File: config.mk
export PLATFORM = sky130hd
export DESIGN_NAME = swmiss_sched
export DESIGN_NICKNAME = d
export VERILOG_FILES = /design/src/rtl/swmiss_sched_pkg.sv /design/src/rtl/swmiss_ready_fifo.sv /design/src/rtl/swmiss_hold_bank.sv /design/src/rtl/swmiss_sched.sv
export SDC_FILE = /design/constraint.sdc
export NUM_CORES = 1
export LEC_CHECK = 0
export BUFFER_PORTS_ARGS = -buffer_cell sky130_fd_sc_hd__buf_2
export CAP_MARGIN = 30
export CORE_ASPECT_RATIO = 2
export CORE_MARGIN = 2
export CORE_UTILIZATION = 50
export DETAILED_ROUTE_END_ITERATION = 16
export GPL_ROUTABILITY_DRIVEN = 0
export MAX_ROUTING_LAYER = met4
export PLACE_DENSITY = 0.67
export SYNTH_ARGS = -nofsm -noshare
export SYNTH_HDL_FRONTEND = slang
export SYNTH_SLANG_ARGS = --single-unit
export TNS_END_PERCENT = 50
File: constraint.sdc
create_clock -name clk -period 10.4 [get_ports clk]
set_input_delay 2.08 -clock clk [delete_from_list [all_inputs] [get_ports clk]]
set_output_delay 2.08 -clock clk [all_outputs]
set_load 0.01 [all_outputs]
File: src/rtl/swmiss_sched_pkg.sv
package swmiss_sched_pkg;
   localparam int unsigned DEF_THREADS = 4;
   localparam int unsigned DEF_STAGES  = 3;
   localparam int unsigned DEF_TAG_W   = 16;

   function automatic int unsigned bits_for(input int unsigned n);
      return (n < 2) ? 1 : $clog2(n);
   endfunction
endpackage

File: src/rtl/swmiss_ready_fifo.sv
module swmiss_ready_fifo
   import swmiss_sched_pkg::*;
#(
   parameter int unsigned THREADS = DEF_THREADS,
   parameter int unsigned TID_W   = bits_for(THREADS)
) (
   input  logic               clk,
   input  logic               rst_n,
   input  logic               push,
   input  logic [TID_W-1:0]   push_tid,
   input  logic               pop,
   output logic [TID_W-1:0]   head,
   output logic               empty,
   output logic [THREADS-1:0] member
);
   localparam int unsigned CNT_W = $clog2(THREADS + 1);

   logic [TID_W-1:0] slots [THREADS];
   logic [TID_W-1:0] rd_q, wr_q, rd_nxt, wr_nxt;
   logic [CNT_W-1:0] cnt_q;
   logic             push_ok, pop_ok, full;

   // pointer wrap: free when depth is a power of two, compared otherwise
   generate
      if ((THREADS & (THREADS - 1)) == 0) begin : g_wrap_pow2
         always_comb begin
            rd_nxt = rd_q + 1'b1;
            wr_nxt = wr_q + 1'b1;
         end
      end else begin : g_wrap_cmp
         always_comb begin
            rd_nxt = (rd_q == TID_W'(THREADS - 1)) ? '0 : rd_q + 1'b1;
            wr_nxt = (wr_q == TID_W'(THREADS - 1)) ? '0 : wr_q + 1'b1;
         end
      end
   endgenerate

   assign empty   = (cnt_q == '0);
   assign full    = (cnt_q == CNT_W'(THREADS));
   assign head    = slots[rd_q];
   assign pop_ok  = pop && !empty;
   assign push_ok = push && !member[push_tid] && (!full || pop_ok);

   always_ff @(posedge clk) begin
      if (push_ok) slots[wr_q] <= push_tid;
   end

   always_ff @(posedge clk) begin
      if (!rst_n) begin
         rd_q   <= '0;
         wr_q   <= '0;
         cnt_q  <= '0;
         member <= '0;
      end else begin
         if (pop_ok) begin
            rd_q               <= rd_nxt;
            member[slots[rd_q]] <= 1'b0;
         end
         if (push_ok) begin
            wr_q             <= wr_nxt;
            member[push_tid] <= 1'b1;
         end
         if (push_ok && !pop_ok)      cnt_q <= cnt_q + 1'b1;
         else if (pop_ok && !push_ok) cnt_q <= cnt_q - 1'b1;
      end
   end
endmodule

File: src/rtl/swmiss_hold_bank.sv
module swmiss_hold_bank
   import swmiss_sched_pkg::*;
#(
   parameter int unsigned THREADS = DEF_THREADS,
   parameter int unsigned STAGES  = DEF_STAGES,
   parameter int unsigned TAG_W   = DEF_TAG_W,
   parameter int unsigned TID_W   = bits_for(THREADS),
   parameter int unsigned STG_W   = bits_for(STAGES)
) (
   input  logic                    clk,
   input  logic                    rst_n,
   input  logic                    wr_en,
   input  logic [STG_W-1:0]        wr_stage,
   input  logic [TID_W-1:0]        wr_tid,
   input  logic [TAG_W-1:0]        wr_tag,
   input  logic                    act,
   input  logic [TID_W-1:0]        act_tid,
   output logic [STAGES-1:0]       ri_valid,
   output logic [TID_W-1:0]        ri_tid,
   output logic [STAGES*TAG_W-1:0] ri_tag
);
   always_ff @(posedge clk) begin
      if (!rst_n)   ri_tid <= '0;
      else if (act) ri_tid <= act_tid;
   end

   generate
      for (genvar s = 0; s < STAGES; s++) begin : g_stage
         logic [THREADS-1:0] held_q;
         logic [TAG_W-1:0]   tag_mem [THREADS];
         logic [TAG_W-1:0]   out_tag_q;
         logic               out_vld_q;
         logic               wr_here, bypass;

         assign wr_here = wr_en && (wr_stage == STG_W'(s));
         assign bypass  = wr_here && (wr_tid == act_tid);

         always_ff @(posedge clk) begin
            if (wr_here) tag_mem[wr_tid] <= wr_tag;
            if (act)     out_tag_q <= bypass ? wr_tag : tag_mem[act_tid];
         end

         always_ff @(posedge clk) begin
            if (!rst_n) begin
               held_q    <= '0;
               out_vld_q <= 1'b0;
            end else begin
               out_vld_q <= act && (held_q[act_tid] || bypass);
               if (wr_here) held_q[wr_tid]  <= 1'b1;
               if (act)     held_q[act_tid] <= 1'b0;
            end
         end

         assign ri_valid[s]                 = out_vld_q;
         assign ri_tag[s*TAG_W +: TAG_W]    = out_tag_q;
      end
   endgenerate
endmodule

File: src/rtl/swmiss_sched.sv
module swmiss_sched
   import swmiss_sched_pkg::*;
#(
   parameter int unsigned NUM_THREADS = DEF_THREADS,
   parameter int unsigned NUM_STAGES  = DEF_STAGES,
   parameter int unsigned TAG_W       = DEF_TAG_W,
   parameter int unsigned TID_W       = bits_for(NUM_THREADS),
   parameter int unsigned STG_W       = bits_for(NUM_STAGES)
) (
   input  logic                        clk,
   input  logic                        rst_n,
   input  logic                        stall_valid,
   input  logic [TID_W-1:0]            stall_tid,
   input  logic [STG_W-1:0]            stall_stage,
   input  logic [TAG_W-1:0]            stall_tag,
   input  logic                        done_valid,
   input  logic [TID_W-1:0]            done_tid,
   output logic                        run_valid,
   output logic [TID_W-1:0]            run_tid,
   output logic                        wake,
   output logic                        switch_fail,
   output logic [NUM_STAGES-1:0]       ri_valid,
   output logic [TID_W-1:0]            ri_tid,
   output logic [NUM_STAGES*TAG_W-1:0] ri_tag
);
   generate
      if (NUM_THREADS < 2)            begin : g_chk_thr $error("need at least two threads"); end
      if ((1 << TID_W) < NUM_THREADS) begin : g_chk_tid $error("TID_W too narrow"); end
      if ((1 << STG_W) < NUM_STAGES)  begin : g_chk_stg $error("STG_W too narrow"); end
      if (NUM_STAGES < 1 || TAG_W < 1) begin : g_chk_sz $error("bad stage count or tag width"); end
   endgenerate

   logic                   q_empty;
   logic [TID_W-1:0]       q_head;
   logic [NUM_THREADS-1:0] q_member;
   logic                   stall_ok, pop, push;
   logic                   mid_valid;
   logic [TID_W-1:0]       mid_tid;
   logic                   act;
   logic [TID_W-1:0]       act_tid;
   logic                   fail_now;

   // step 1: suspend and switch; step 2: apply the completion on the result
   always_comb begin
      stall_ok  = stall_valid && run_valid && (stall_tid == run_tid);
      pop       = stall_ok && !q_empty;
      fail_now  = stall_ok && q_empty;
      mid_valid = stall_ok ? !q_empty : run_valid;
      mid_tid   = pop ? q_head : run_tid;
      push      = done_valid && mid_valid && (done_tid != mid_tid);
      act       = pop || (done_valid && !mid_valid);
      act_tid   = pop ? q_head : done_tid;
   end

   always_ff @(posedge clk) begin
      if (!rst_n) begin
         run_valid   <= 1'b1;
         run_tid     <= '0;
         wake        <= 1'b0;
         switch_fail <= 1'b0;
      end else begin
         run_valid   <= mid_valid || act;
         run_tid     <= act ? act_tid : run_tid;
         wake        <= act;
         switch_fail <= fail_now;
      end
   end

   swmiss_ready_fifo #(
      .THREADS (NUM_THREADS),
      .TID_W   (TID_W)
   ) u_queue (
      .clk      (clk),
      .rst_n    (rst_n),
      .push     (push),
      .push_tid (done_tid),
      .pop      (pop),
      .head     (q_head),
      .empty    (q_empty),
      .member   (q_member)
   );

   swmiss_hold_bank #(
      .THREADS (NUM_THREADS),
      .STAGES  (NUM_STAGES),
      .TAG_W   (TAG_W),
      .TID_W   (TID_W),
      .STG_W   (STG_W)
   ) u_hold (
      .clk      (clk),
      .rst_n    (rst_n),
      .wr_en    (stall_ok),
      .wr_stage (stall_stage),
      .wr_tid   (stall_tid),
      .wr_tag   (stall_tag),
      .act      (act),
      .act_tid  (act_tid),
      .ri_valid (ri_valid),
      .ri_tid   (ri_tid),
      .ri_tag   (ri_tag)
   );

   logic unused_member;
   assign unused_member = ^q_member;
endmodule

# == Word level (Yosys, flattened, before mapping) ==
# Memories as Yosys holds them, arrays and structs flattened. A register that Yosys moved wholly into a read port is not among the register bits.
# Index checks and enable logic that the tools add are counted.
# word_totals
mem_count,4
register_bits,31
word_cells,129
mem_bits_rw,200
input_bits,26
# classes
mux,43
bitwise_logic,10
n_reduce_logical,40
add_sub_neg,4
n_eq_ne,6
order_cmp,8
# memory_table
memory,words,word_bits,read_ports,rd_ports_with_merged_regs,wr,line,text
u_hold.g_stage[0].tag_mem,4,16,1,1,1,swmiss_hold_bank.sv:30,logic [TAG_W-1:0] tag_mem [THREADS];
u_hold.g_stage[1].tag_mem,4,16,1,1,1,swmiss_hold_bank.sv:30,
u_hold.g_stage[2].tag_mem,4,16,1,1,1,swmiss_hold_bank.sv:30,
u_queue.slots,4,2,1,1,1,swmiss_ready_fifo.sv:18,logic [TID_W-1:0] slots [THREADS];
# op_table
cell,count
two-way mux 4 bit,12
logical AND 1 bit,25
two-way mux 1 bit,17
bitwise AND 4 bit,4
OR 4 bit,4
"< comparator 2 x 3 -> 1 bit, second input constant",4
binary-select mux 1 bit (select 2 bit),4
demux 1 bit (select 2 bit),4
"greater-or-equal comparator 2 x 1 -> 1 bit, second input constant",4
two-way mux 2 bit,4
NOT 4 bit,2
zero test 1 bit,6
logical OR 1 bit,6
two-way mux 3 bit,2
"adder 2 x 1 -> 2 bit, second input constant",2
equality test 2 bit,2
"adder 3 x 1 -> 3 bit, second input constant",1
"equality test 3 bit, second input constant",1
zero test 3 bit,1
"subtractor 3 x 1 -> 3 bit, second input constant",1
"equality test 2 x 1 -> 1 bit, second input constant",1
"equality test 2 bit, second input constant",1
zero test 2 bit,1
inequality test 2 bit,1
nonzero test 2 bit,1

# == Longest topological paths before layout ==
# logic_depth
word_depth,12
depth_mapped,13

# == Cells and area by module ==
# A second synthesis with hierarchy kept.
# hier_totals
hier_cells,548
area_unflattened_um2,11024.3
# modules_own_cells
module,seq_area_each_um2,instances,cells_each,area_each_um2
swmiss_hold_bank,7547.2,1,440,9766.9
swmiss_ready_fifo,500.5,1,78,968.4
swmiss_sched,100.1,1,30,289.0

# == Worst setup path after synthesis ==
# No wires, ideal clock.
# synth_timing
kind,in2reg
startpoint,input port stall_tid[1]
endpoint,register u_hold.g_stage[0].out_vld_q
path_buffers,1
path_stages,6
arrival_time_ns,6.450
required_ns,10.316
slack_ns,3.866
setup_ns,0.084
path_cell_list,buf_4 -> xor2_2 -> nor4_4 -> a2bb2oi_1 -> nand2_1 -> a21oi_1
# synth_rtl
item,line,text
from (decl),swmiss_sched.sv:13,"input logic [TID_W-1:0] stall_tid,"
equality test 2 bit *,swmiss_sched.sv:45,stall_ok = stall_valid && run_valid && (stall_tid == run_tid);
logical AND 1 bit *,swmiss_sched.sv:45,
two-way mux 1 bit,swmiss_sched.sv:48,mid_valid = stall_ok ? !q_empty : run_valid;
zero test 1 bit,swmiss_sched.sv:51,act = pop || (done_valid && !mid_valid);
logical AND 1 bit,swmiss_sched.sv:51,
logical OR 1 bit *,swmiss_sched.sv:51,
named net act,swmiss_sched.sv:39,logic act;
logical AND 1 bit *,swmiss_hold_bank.sv:48,out_vld_q <= act && (held_q[act_tid] || bypass);
to (signal assigned),swmiss_hold_bank.sv:48,
to (decl),swmiss_hold_bank.sv:32,logic out_vld_q;
# Mark *: on every way through the listed nets, which the timed path passes. The rest lies on a longest branch. The select of a mux whose other input is x is not followed.
# A chain may end at the register's enable or synchronous reset.

# == Worst setup path in the final report ==
# layout_timing
startpoint,input port stall_tid[1]
endpoint,"register u_hold.g_stage[0].out_tag_q[2], read port of u_hold.g_stage[0].tag_mem, data pin"
# layout_via
elab_chain_len,6
# layout_lines
item,line,text
equality test 2 bit *,swmiss_sched.sv:45,
logical AND 1 bit *,swmiss_sched.sv:45,
two-way mux 1 bit,swmiss_sched.sv:48,
zero test 1 bit,swmiss_sched.sv:51,
logical AND 1 bit,swmiss_sched.sv:51,
logical OR 1 bit,swmiss_sched.sv:51,
to (decl),swmiss_hold_bank.sv:31,logic [TAG_W-1:0] out_tag_q;
# Every way passes the cells marked *; elsewhere a longest branch is shown, timed or not.

==> run metrics <==
floorplan die height 216.8 um; met3 track demand over resource 1.894%; Distinct cells, synth 43; Total GRT Usage 18.63%; share of final-layout standard cells stronger than drive strength 1 25.33%; Data arrival, critical path 5.69 ns; Total Wirelength 21.69 mm; fillers 1727; switching power total 557.8 uW; area delta synth->final 13.81%; minimum clock period after layout 5.423 ns; HPWL after DPL 13.63 mm; Crit Path Max Fanout 58; highest clock frequency the design can meet 184.4 MHz; multiplexer share of the synthesized area 19.55%; total nets after synthesis 682; PnR Total Power 2.430 mW; antenna violations before repair 0; TritonCTS clock tree built; leading area contributor after synthesis sky130_fd_sc_hd__edfxtp_1; count of flip-flops with a built-in enable after synthesis 248; final count of negative-setup-slack endpoints 0; Internal 1.873 mW; proportion of netlist area held by the largest area contributor 65.77%; Via Count 5741; Syn Std Cell Area 0.01132 mm^2; cell with the most instances after synthesis sky130_fd_sc_hd__edfxtp_1; hold crit path type flip-flop to flip-flop; fraction of the core area covered by cells at the end of the flow 58.16%; count of maximum capacitance violations 0; cell breakdown of the critical path buf_2 > xor2_2 > nor4_4 > mux2i_4 > buf_4 > buf_4 > buf_16 > mux2i_1 > mux2i_1 > mux2_2; share of the clock period used by the worst path after layout 52.15%; post-synthesis simple-gate area fraction 3.580%; Tightest Pin Transition 0.9758 ns; sinks on the clock net 281; Clock Tree Root sky130_fd_sc_hd__clkbuf_16; clk buf depth 3; routing usage on met1 20.51%; number of cells upsized or downsized after cts 0; launch point of the worst path stall_tid[1]; Port Buf Inserts 83; area of the multi-input gates 0.003054 mm^2; Clock Skews 0.01023 ns; detailed-routing iteration count for the pre-antenna-repair pass 5; reg-to-reg critical path startpoint u_hold.ri_tid[1]; clock slew at the register clock pins of the worst setup and hold paths 0.07 ns; clock latency of the later-clocked register in the worst-skew pair 0.52 ns; pwr/cell area 188.6 mW/mm^2; share of the yosys chip area belonging to registers 71.60%; total number of nets in the final design 776; count of nets left with antenna violations after detail routing 0; number of buffers inserted for hold repair after clock tree synthesis 0; leading post-synthesis cells by instance count sky130_fd_sc_hd__edfxtp_1, sky130_fd_sc_hd__mux2i_1, sky130_fd_sc_hd__mux2_2; relative contribution of sequential cells to total power 52.9%; vias per inst 5.531; Worst Path Required 10.66 ns; number of global-route vias before repair 6238; buffers plus inverters on the worst setup path 4; cts bufs inserted 24; Syn Inst Count 650; Critical Path End Type flip-flop; H-tree levels 1; Critical path destination u_hold.g_stage[0].out_tag_q[2]; Mean Syn Cell Area 17.42 um^2; xor and xnor fraction of the mapped netlist area 0.9834%; Die Footprint 0.02394 mm^2; Crit Path Category input port to flip-flop; width of the die 110.4 um; # Post-CTS Setup Buffers 0; Total Neg Setup Slack 0 ns; Worst Reg2Reg Path Length in Cells 9; Synth Warn # 0; largest family of logic cells by synthesized area multiplexers; main area contributors after synthesis sky130_fd_sc_hd__edfxtp_1, sky130_fd_sc_hd__mux2i_1, sky130_fd_sc_hd__dfxtp_1; switching part of the total 22.95%; adder and majority cell fraction of the synthesized area 0.7293%; pin count of the biggest net entering global routing 59; total stage count of the critical path 10; Clock Power Share 34.8%; GRT Residual Overflow 0; Top FF cell, synth sky130_fd_sc_hd__edfxtp_1; worst slew slack as a fraction of its limit 34.74%; slowest cell on the critical path sky130_fd_sc_hd__nor4_4; met2 layer usage reported by global route 34.95%; CP delay by family, top buffers and inverters; number of max-slew violations in the final report 0; count of inserted antenna diode cells 0; setup slack on the worst flop-to-flop path 6.36 ns; share of flip-flops with an asynchronous set or reset 0%; RSZ-0062 raised after global routing no; status finished clean; highest cell delay on the worst timing path 0.82 ns; sequential cell area in the final layout 0.008108 mm^2; Row Count 77; average routed wire per standard cell 20.90 um; num ports 84; initial core utilization 51.10%; core outline area 0.02216 mm^2; static leakage 4.805 nW; DRC errors left 0; Max rail drop VDD 0.1631 mV; number of endpoints with negative hold slack in the final report 0; GRT Max-Usage Layer met2; Iteration-0 DRC Markers 295; combinational share of power 12.3%; destination of the worst register-to-register timing path u_hold.g_stage[0].out_tag_q[2]; Synth Area in Compound Gates 1.514%; first-pass GRT wire length 33.95 mm; flops & latches, synth 281; sort of element at the start of the critical path input port
[registers in the layout (all words and copies together), names as in the netlist, 3 cells and up, named ones only]
register and cells:
u_queue.member 4, u_queue.cnt_q 3, u_hold.g_stage.held_q 12, u_hold.g_stage.out_vld_q 3, u_queue.slots 8, u_hold.g_stage.out_tag_q 48, u_hold.g_stage.tag_mem 192
[worst min path at each step]
stage / startpoint / endpoint / slack, ns / cells after the start
global route: u_hold.g_stage[1].held_q[1] / u_hold.g_stage[1].held_q[1] / 0.50 / 1
detailed placement: u_hold.g_stage[2].held_q[2] / u_hold.g_stage[2].held_q[2] / 0.46 / 2
global placement: u_hold.g_stage[2].held_q[2] / u_hold.g_stage[2].held_q[2] / 0.45 / 2
floorplan: u_hold.g_stage[1].held_q[3] / u_hold.g_stage[1].held_q[3] / 0.44 / 2
finish: u_hold.g_stage[2].held_q[1] / u_hold.g_stage[2].held_q[1] / 0.48 / 2
CTS: u_hold.g_stage[2].held_q[1] / u_hold.g_stage[2].held_q[1] / 0.48 / 2
[power by group through the flow]
stage	Clock, mW	Combinational [mW]	Sequential [mW]
after floorplan	0	0.209	1.31
after global routing	0.904	0.324	1.29
after global placement	0	0.281	1.31
after CTS	0.869	0.303	1.29
after detailed placement	0	0.301	1.31
final	0.847	0.299	1.28
[layer usage]
metal	wire (um)	up-vias	share of wire, %
li1	-	2662	-
met5	0	-	0
met4	469	0	2.2
met2	11950	131	55
met3	746	30	3.4
met1	8530	2918	39
[cell families (layout without fill, tap and decap cells)]
group	count (synthesis)	in the layout
xor gates and xnor gates	11	11
DFF	281	281
and+or+nand+nor	79	79
adders and majority gates	6	6
buffers and inverters	39	151
AOI/OAI and AO/OA	23	23
muxes	211	211
[cell usage in the layout, fill, tap and decap left out, types with 3 or more instances in the layout]
cell type	Yosys	final
sky130_fd_sc_hd__clkbuf_16	0	25
sky130_fd_sc_hd__o21ba_1	3	3
sky130_fd_sc_hd__o21ai_0	3	3
sky130_fd_sc_hd__or3_1	4	4
sky130_fd_sc_hd__and2_1	5	5
sky130_fd_sc_hd__o21ai_1	3	3
sky130_fd_sc_hd__buf_2	14	83
sky130_fd_sc_hd__a32o_1	3	3
sky130_fd_sc_hd__clkbuf_8	0	4
sky130_fd_sc_hd__buf_16	0	3
sky130_fd_sc_hd__mux2i_1	157	155
sky130_fd_sc_hd__clkinv_2	0	4
sky130_fd_sc_hd__nand2_1	15	15
sky130_fd_sc_hd__ha_1	5	5
sky130_fd_sc_hd__a21oi_1	5	5
sky130_fd_sc_hd__dfxtp_1	33	33
sky130_fd_sc_hd__clkbuf_1	4	10
sky130_fd_sc_hd__mux4_2	3	3
sky130_fd_sc_hd__buf_4	8	15
sky130_fd_sc_hd__xor2_1	7	7
sky130_fd_sc_hd__nor3_1	7	4
sky130_fd_sc_hd__nor2_1	33	33
sky130_fd_sc_hd__mux2_1	9	9
sky130_fd_sc_hd__inv_1	5	5
sky130_fd_sc_hd__nand2b_1	3	3
sky130_fd_sc_hd__edfxtp_1	248	248
sky130_fd_sc_hd__mux2_2	42	42
[worst register-to-register path: stages, from the launching register on]
cell and delay (ns):
sky130_fd_sc_hd__dfxtp_1 0.45, sky130_fd_sc_hd__xor2_2 0.15, sky130_fd_sc_hd__nor4_4 0.82, sky130_fd_sc_hd__mux2i_4 0.34
sky130_fd_sc_hd__buf_4 0.59, sky130_fd_sc_hd__buf_4 0.39, sky130_fd_sc_hd__buf_16 0.35, sky130_fd_sc_hd__mux2i_1 0.33
sky130_fd_sc_hd__mux2i_1 0.11, sky130_fd_sc_hd__mux2_2 0.27
[layout make-up]
cell class | count | area share [%]
sequential | 281 | 62.91
multi-input combinational | 330 | 23.70
clock buffer | 39 | 5.573
timing repair buffer | 101 | 4.738
tap | 276 | 2.680
clock inverter | 5 | 0.2233
inverter | 6 | 0.1748
[through the flow]
stage / worst slack [ns] / cells / hold slack (ns) / cell area [um^2]
detailed placement: 4.397 / 994 / 0.4626 / 12140
global placement: 4.180 / 990 / 0.4501 / 12050
floorplan: 3.866 / 650 / 0.4361 / 11320
CTS: 4.955 / 1038 / 0.4801 / 12890
finish: 4.977 / 1038 / 0.4759 / 12890
global route: 4.732 / 1038 / 0.4972 / 12890
(Power assumes the default switching activity.)
